### src/rtl/ckepd_pkg.sv
package ckepd_pkg;
  typedef enum logic [2:0] {
    CMD_DESEL = 3'd0,
    CMD_NOP   = 3'd1,
    CMD_AREF  = 3'd2,
    CMD_ACT   = 3'd3,
    CMD_PRE   = 3'd4,
    CMD_READ  = 3'd5,
    CMD_WRITE = 3'd6,
    CMD_MODE  = 3'd7
  } ddr_cmd_e;

  typedef enum logic [2:0] {
    PS_IDLE = 3'd0,
    PS_ACTV = 3'd1,
    PS_PPD  = 3'd2,
    PS_APD  = 3'd3,
    PS_SREF = 3'd4
  } pwr_state_e;
endpackage

### src/rtl/ckepd_timer.sv
// Down-counter window: loads LOAD on start, then counts to zero, one step per edge.
module ckepd_timer #(
  parameter int LOAD = 10
) (
  input  logic clk,
  input  logic rst,
  input  logic start,
  output logic busy
);
  localparam int W = $clog2(LOAD + 2);

  logic [W-1:0] cnt;

  always_ff @(posedge clk) begin
    if (rst)              cnt <= '0;
    else if (start)       cnt <= W'(LOAD);
    else if (cnt != '0)   cnt <= cnt - W'(1);
  end

  assign busy = (cnt != '0);
endmodule

### src/rtl/ckepd_decide.sv
// Next-state and legality decision for one clock edge.
module ckepd_decide
  import ckepd_pkg::*;
(
  input  pwr_state_e state,
  input  logic       cke_prev,
  input  logic       cke_now,
  input  ddr_cmd_e   cmd,
  input  logic       bank_open,
  input  logic       win_busy,
  input  logic       lock_busy,
  output pwr_state_e nstate,
  output logic       bad,
  output logic       sr_exit
);
  logic quiet;
  assign quiet = (cmd == CMD_DESEL) || (cmd == CMD_NOP);

  always_comb begin
    nstate  = state;
    bad     = 1'b0;
    sr_exit = 1'b0;
    case (state)
      PS_SREF: begin
        if (!cke_prev && !cke_now) begin
          nstate = state;
        end else if (!cke_prev && cke_now && quiet) begin
          nstate  = PS_IDLE;
          sr_exit = 1'b1;
        end else begin
          bad = 1'b1;
        end
      end
      PS_PPD, PS_APD: begin
        if (!cke_prev && !cke_now) begin
          nstate = state;
        end else if (!cke_prev && cke_now && quiet) begin
          nstate = (state == PS_APD) ? PS_ACTV : PS_IDLE;
        end else begin
          bad = 1'b1;
        end
      end
      PS_IDLE, PS_ACTV: begin
        if (!cke_prev) begin
          bad = 1'b1;
        end else if (win_busy && !quiet) begin
          bad = 1'b1;
        end else if (!cke_now) begin
          if (quiet)
            nstate = (state == PS_ACTV) ? PS_APD : PS_PPD;
          else if (cmd == CMD_AREF && state == PS_IDLE)
            nstate = PS_SREF;
          else
            bad = 1'b1;
        end else if (cmd == CMD_READ && lock_busy) begin
          bad = 1'b1;
        end else if (cmd == CMD_ACT) begin
          nstate = PS_ACTV;
        end else if (cmd == CMD_PRE && state == PS_ACTV && !bank_open) begin
          nstate = PS_IDLE;
        end
      end
      default: begin
        bad = 1'b1;
      end
    endcase
  end
endmodule

### src/rtl/cke_pwr_tracker.sv
module cke_pwr_tracker
  import ckepd_pkg::*;
#(
  parameter int SRX_CYC = 10,
  parameter int RD_LOCK = 200
) (
  input  logic       clk,
  input  logic       rst,
  input  logic       cke,
  input  logic [2:0] cmd,
  input  logic       bank_open,
  output logic [2:0] state,
  output logic       read_ok,
  output logic       err
);
  localparam int LOCK_LOAD = (RD_LOCK > 1) ? RD_LOCK - 1 : 0;

  pwr_state_e st_q, st_n;
  logic       cke_q;
  logic       bad, sr_exit;
  logic       win_busy, lock_busy;
  ddr_cmd_e   cmd_e;

  assign cmd_e = ddr_cmd_e'(cmd);

  ckepd_decide u_decide (
    .state     (st_q),
    .cke_prev  (cke_q),
    .cke_now   (cke),
    .cmd       (cmd_e),
    .bank_open (bank_open),
    .win_busy  (win_busy),
    .lock_busy (lock_busy),
    .nstate    (st_n),
    .bad       (bad),
    .sr_exit   (sr_exit)
  );

  ckepd_timer #(.LOAD(SRX_CYC)) u_exit_win (
    .clk   (clk),
    .rst   (rst),
    .start (sr_exit),
    .busy  (win_busy)
  );

  ckepd_timer #(.LOAD(LOCK_LOAD)) u_read_lock (
    .clk   (clk),
    .rst   (rst),
    .start (sr_exit),
    .busy  (lock_busy)
  );

  always_ff @(posedge clk) begin
    if (rst) begin
      st_q  <= PS_IDLE;
      cke_q <= 1'b1;
      err   <= 1'b0;
    end else begin
      st_q  <= st_n;
      cke_q <= cke;
      err   <= bad;
    end
  end

  assign state   = st_q;
  assign read_ok = !lock_busy;
endmodule

### config.mk
export PLATFORM = sky130hd
export DESIGN_NAME = cke_pwr_tracker
export DESIGN_NICKNAME = d
export VERILOG_FILES = /design/src/rtl/ckepd_pkg.sv /design/src/rtl/ckepd_timer.sv /design/src/rtl/ckepd_decide.sv /design/src/rtl/cke_pwr_tracker.sv
export SDC_FILE = /design/constraint.sdc
export NUM_CORES = 1
export LEC_CHECK = 0
export CAP_MARGIN = 20
export CORE_UTILIZATION = 45
export CTS_BUF_LIST = sky130_fd_sc_hd__clkbuf_8
export DETAILED_ROUTE_END_ITERATION = 7
export MAX_ROUTING_LAYER = met4
export PLACE_DENSITY = 0.67
export SLEW_MARGIN = 10
export SYNTH_ARGS = -nofsm -noshare
export SYNTH_HDL_FRONTEND = slang
export SYNTH_SLANG_ARGS = --single-unit
### constraint.sdc
create_clock -name clk -period 3.5 [get_ports clk]
set_input_delay 0.7 -clock clk [delete_from_list [all_inputs] [get_ports clk]]
set_output_delay 0.7 -clock clk [all_outputs]
set_load 0.005 [all_outputs]
==> results of run 1 <==
-- sequential cells by signal (all words and copies together), names as in the netlist --
register	count
u_read_lock.cnt	8
u_exit_win.cnt	4
state	3
cke_q	1
err	1
-- worst max path at each step --
stage / startpoint / endpoint / slack (ns) / depth (start not counted)
CTS: cmd[1] / state[0] / 1.04 / 6
detailed placement: cmd[1] / state[0] / 0.78 / 6
global placement: cmd[1] / state[0] / 0.87 / 6
global route: cmd[1] / state[0] / 0.91 / 6
finish: cmd[1] / state[0] / 1.03 / 6
floorplan: cmd[1] / state[0] / 1.49 / 5
-- placed cells by master (no fill, tap or decap), types with 3 or more instances in the layout --
cell             netlist  routed
dfxtp_1               17      17
nor2_1                11      11
clkdlybuf4s50_1        0      11
a21oi_1               10      10
nand2_1                7       7
o21ai_0                6       6
inv_1                  4       5
nor2b_1                5       5
nor3_1                 4       4
nand3_1                3       3
xor2_1                 3       3
clkbuf_8               0       3
-- power by group through the flow --
| stage | clock (W) | sequential, W | combinational (W) |
|---|---|---|---|
| after floorplan | 0 | 0.000275 | 0.000238 |
| after global placement | 0 | 0.000284 | 0.000297 |
| after detailed placement | 0 | 0.000286 | 0.000301 |
| after CTS | 0.000142 | 0.000282 | 0.000304 |
| after global routing | 0.000150 | 0.000288 | 0.000336 |
| final | 0.000135 | 0.000282 | 0.000299 |
-- final cells by class --
cell class	instances	area share, %
inverters	4	1.357
multi-input cells	81	50.79
clock buffers	3	3.733
well taps	27	3.054
flip-flops and latches	17	30.77
repair buffers	11	9.955
clock inverters	1	0.3394
-- per-layer routing --
layer | part of all wire [%] | wire, um | up-vias
met5 | 0 | 0 | -
met4 | 0 | 0 | 0
met3 | 1.7 | 28 | 0
met2 | 49 | 832 | 7
met1 | 49 | 830 | 343
li1 | - | - | 405
-- tightest hold or removal path, stage by stage (launching register included) --
cell and delay [ns]:
dfxtp_1 0.33, o31ai_1 0.07, a21oi_1 0.06
-- cell families (layout without fill, tap and decap cells) --
kind of cell | after synthesis | after routing
XOR/XNOR | 5 | 5
flip-flops | 17 | 17
adder cells (fa/ha/maj) | 2 | 2
AND/OR/NAND/NOR | 45 | 45
buffers and inverters | 8 | 19
multiplexers | 4 | 4
AO/OA/AOI/OAI | 25 | 25
-- cells in the mapped netlist, types with 3 or more instances --
master and count:
dfxtp_1 17, nor2_1 11, a21oi_1 10, nand2_1 7
o21ai_0 6, nor2b_1 5, inv_1 4, nor3_1 4
clkbuf_1 3, nand3_1 3, xor2_1 3
-- through the flow --
step	util, %	power, W	hold WS, ns	cell area [um2]
CTS	56.38	0.0007276	0.5130	1106
finish	56.38	0.0007154	0.5080	1106
global placement	54.08	0.0005813	0.4875	1061
global route	56.38	0.0007741	0.5424	1106
floorplan	-	0.0005129	0.4666	933.4
detailed placement	54.08	0.0005876	0.4983	1061
==> key figures, run 1 <==
Global route
  • Total grt overflow: 0
  • Vias in the first global route: around 610
  • First-pass GRT wire length: 2449 um
  • Met1 usage: between 10% and 20%
  • Global Route Usage Sum: 15.60%
  • Gr busiest metal: met2
  • GRT met3 Usage: 2.642%
  • Met2 global-route usage: about 28%
  • Initial antenna violation count: 0
  • Largest net degree at the start of global routing: 17

Floorplanning
  • Die height: ~48 um
  • Row count: 16
  • Core box area: 0.001962 mm2
  • # IOs: 12
  • Horiz. Die Dim: approximately 48 um
  • Die footprint: around 0.0023 mm2
  • Starting density of the core: between 40% and 50%

CTS
  • CTS Sinks: 17
  • CTS HTree Levels: 1
  • CTS Buffer Depth: 2
  • Reg clk slew, reported paths: around 0.060 ns
  • Clk_lat worst skew: approximately 0.24 ns
  • Post-CTS resize count: 0
  • Post CTS Setup Buffer Count: 0
  • Clk root buf: clkbuf_8
  • CTS Buf Count: 3
  • TritonCTS clock tree: yes
  • Post-CTS Hold Fix Bufs: 0

Detailed routing
  • Antenna Violating Nets Remaining: 0
  • Routed WL: 1692 um
  • Via density: about 5.2
  • DR pass1 iterations: 3
  • Avg WL per Cell: ~12 um
  • DRT iter0 DRCs: 13
  • Via Count: around 760
  • Drt drc: 0

Synthesis
  • Register area share after synthesis: about 36%
  • Adder-cell share of the synthesized area: between 2 and 3%
  • Post-synth ARST share: 0%
  • Syn_area_per_cell: roughly 9 um2
  • Post-synth EDFFs: 0
  • Synth unique cells: 39
  • Mux cell area share after synthesis: just under 5%
  • Syn Nets: between 100 and 150
  • Yosys warns: 0
  • Top-area cell type share of the netlist area: 36.46%
  • Synth Area in Compound Gates: 17.69%
  • Main area contributors after synthesis: dfxtp_1, a21oi_1, nor2_1
  • Largest family of logic cells by synthesized area: simple AND/OR/NAND/NOR gates
  • Post-synthesis xor/xnor area fraction: roughly 4.7%
  • Mapped Area: roughly 930 um2
  • Synth Flop Type: dfxtp_1
  • Syn Inst Count: between 100 and 150
  • Simple-Gate Fraction of Synth Area: a little over 30%
  • Area leader, netlist: dfxtp_1
  • #FFs+latches synth: 17

Final layout
  • Layout area overhead: 18.50%
  • Layout cells sized above 1: between 10% and 20%
  • Register Area: 340.3 um2
  • Area of the multi-input gates: ~560 um2
  • Diodes inserted: 0
  • Final Non-Filler Cells: ~140
  • Layout net count: 127
  • Filler cells: 198

Worst setup path
  • Kind of cell adding the most delay to the critical path: simple AND/OR/NAND/NOR gates
  • CP max stage cell: nor4b_2
  • Worst reg-to-reg path cell count: 5
  • Crit-path max FO: 6
  • Startpoint types: input port
  • Crit Path Category: in -> reg
  • Crit-path cells: clkdlybuf4s50_1, nor2_1, nand3b_1, nor4b_2, o31ai_2, mux2_4
  • Worst path arrival time: roughly 2.6 ns
  • R2R Path Start: state[0]
  • Critical Path Sink Type: flip-flop
  • Bufs and invs on worst path: 1
  • FF-to-FF setup slack: 1.63 ns
  • WP data required: between 3 and 4 ns
  • Crit-path max cell delay: 0.51 ns
  • Reg2reg end: state[0]

Placement
  • Final Wtd Congestion: between 0.8 and 0.9
  • Pre-CTS setup slack: 0.7767 ns
  • IO buf count: 11
  • Dpl cells: between 100 and 150
  • Hpwl dp: around 1300 um

Timing
  • Relative slew slack: 63.70%
  • Minimum clock period: ~2.5 ns
  • Setup violators final: 0
  • Crit share post-route: between 70% and 80%
  • RSZ-0062 raised after global routing: no
  • Final TNS setup: 0 ns
  • Max Freq: 405.4 MHz
  • Clock skew: between 0.0015 and 0.002 ns
  • Max Slew Vio Count: 0
  • Slew @ Worst Pin: 0.5308 ns
  • Fin. Hold Viols: 0
  • PnR worst setup slack: between 1 and 1.5 ns

Power and ir drop
  • Leakage: ~0.42 nW
  • PD cells: between 600 and 700 mW/mm2
  • Flop pwr share: 39.4%
  • Internal power: around 0.00046 W
  • Comb pwr share: a little over two fifths
  • Switching power total: about 0.00025 W
  • Maximum vdd drop: a little under 0.3 mV
  • Switching Share: about 36%
  • Clk network pwr share: roughly a fifth

Worst hold path
  • Hold path startpoint: u_exit_win.cnt[3]
  • Hold crit path type: reg -> reg
  • Hold Path Sink: u_exit_win.cnt[3]
  • Hold path cells: 2

Run
  • Max Cap Viol: 0

Outcome
  • Status: finished, final reports clean
Power figures use the tool's default switching activity.
==> run 2, diff against run 1 <==
Settings changed: PLACE_DENSITY 0.67 to 0.7.
Clock period 3.5 ns to 2 ns, I/O delays scaled along.
==> key figures, run 2 (synthesis results as in run 1) <==
Outcome
  • Status: finished, final reports clean

CTS
  • CTS Sinks: 17
  • CTS HTree Levels: 1
  • Clk root buf: clkbuf_8
  • Reg clk slew, reported paths: roughly 0.070 ns
  • Post-CTS Hold Fix Bufs: 0
  • CTS Buf Count: 3
  • Clk_lat worst skew: ~0.25 ns
  • CTS Buffer Depth: 2
  • TritonCTS clock tree: yes

Detailed routing
  • Via Count: around 850
  • Drt drc: 0
  • DR pass1 iterations: 4
  • Avg WL per Cell: roughly 13 um
  • Via density: roughly 5.3
  • Antenna Violating Nets Remaining: 0
  • Routed WL: 2042 um
  • DRT iter0 DRCs: 13

Worst setup path
  • Critical Path Sink Type: flip-flop
  • CP max stage cell: clkdlybuf4s50_1
  • Crit-path max FO: 5
  • Crit Path Category: in -> reg
  • WP data required: approximately 2.1 ns
  • Startpoint types: input port
  • Worst path arrival time: 2.05 ns
  • Crit-path max cell delay: 0.49 ns
  • Crit-path cells: clkdlybuf4s50_1, nor2b_1, and4_1, a221oi_4, o31ai_2, mux2_4

Floorplanning
  • Row count: 16
  • Die footprint: about 0.0023 mm2
  • Die height: around 48 um
  • # IOs: 12
  • Horiz. Die Dim: 47.55 um
  • Starting density of the core: 47.58%
  • Core box area: between 0.0015 and 0.002 mm2

Final layout
  • Area of the multi-input gates: around 600 um2
  • Register Area: 341.6 um2
  • Fin util: a little under two thirds
  • Layout area overhead: 34.18%
  • Filler cells: about 180
  • Largest register by flop count: u_read_lock.cnt
  • Largest register FFs: 8
  • Diodes inserted: 0
  • Layout net count: ~140
  • Layout cells sized above 1: approximately a quarter
  • Most frequent cells in the layout: dfxtp_1, buf_4, nor2_1, a21oi_1, clkdlybuf4s50_1

Worst hold path
  • Hold crit path type: reg -> reg

Global route
  • Global Route Usage Sum: around a fifth
  • Largest net degree at the start of global routing: 12
  • Initial antenna violation count: 0
  • First-pass GRT wire length: between 3000 and 4000 um
  • Total grt overflow: 0
  • Vias in the first global route: approximately 730

Power and ir drop
  • Total Power: approximately 0.0014 W
  • Leakage: 0.5067 nW
  • PD cells: between 1000 and 1500 mW/mm2
  • Maximum vdd drop: between 0.4 and 0.5 mV

Run
  • Max Cap Viol: 0

Placement
  • Final Wtd Congestion: 0.8666
  • Hpwl dp: ~1600 um
  • IO buf count: 11
  • Pre-CTS setup slack: -0.1923 ns

Timing
  • Relative slew slack: 71.83%
  • Minimum clock period: ~1.9 ns
  • Slew @ Worst Pin: about 0.42 ns
  • Fin. Hold Viols: 0
  • PnR worst setup slack: about 0.09 ns
  • Clock skew: 0.004886 ns
  • Max Slew Vio Count: 0
  • Setup violators final: 0
  • Crit share post-route: approximately 95%
  • Max Freq: 523.9 MHz
-- run 2: cell count changes in the layout (fill, tap and decap cells not counted), sizes merged --
| cell | before | now |
|---|---|---|
| clkdlybuf4s50 | 11 | 10 |
| buf | 0 | 16 |
| dlygate4sd2 | 0 | 1 |
-- run 2: worst max-delay path, delay by kind of cell --
| family | cells | cell delay (ns) |
|---|---|---|
| multiplexers | 1 | 0.30 |
| AO/OA/AOI/OAI | 2 | 0.43 |
| AND/OR/NAND/NOR | 2 | 0.42 |
| buffers and inverters | 1 | 0.49 |
-- run 2: layout make-up --
type	instances	share of cell area (%)
flip-flops and latches	17	27.27
inverters	4	1.199
multi-input cells	81	46.95
clock inverters	1	0.2997
clock buffers	3	3.297
well taps	27	2.697
repair buffers	27	18.28
-- run 2: per-layer routing --
layer  track usage, %  vias up  routed length [um]
met2            35.07       13                1080
met3            1.509        0                  31
met1            22.05      395                 930
met4            8.889        0                   0
met5                -        -                   0
li1                 -      437                   -
-- run 2: stage by stage --
stage	cells	hold WS (ns)	area [um2]	setup TNS, ns
floorplan	106	0.4666	933.4	0
global placement	153	0.4992	1159	-1.195
detailed placement	153	0.4891	1159	-1.803
CTS	159	0.5143	1219	0
global route	160	0.5380	1252	-0.006554
finish	160	0.5086	1252	0
-- run 2: final timing paths --
check                                        start                end  slack [ns]  cells past startpoint
worst min-delay path             u_exit_win.cnt[3]  u_exit_win.cnt[3]        0.51                      2
worst max register to register  u_read_lock.cnt[5]           state[0]        0.09                      6
worst max-delay path                        cmd[2]           state[0]        0.09                      6
worst min register to register   u_exit_win.cnt[3]  u_exit_win.cnt[3]        0.51                      2
-- run 2: repair_timing --
action / in CTS / in global routing
endpoints found under the setup margin: 1 / 11
buffers inserted: 2 / 1
endpoints found under the hold margin: 0 / 0
pin swaps: 2 / 3
gates resized for setup: 3 / 5
-- run 2: power by group --
group | switching [W] | internal [W]
clock network | 0.000108 | 0.000136
logic | 0.000321 | 0.000318
registers | 0.0000763 | 0.000413
total | 0.000505 | 0.000866
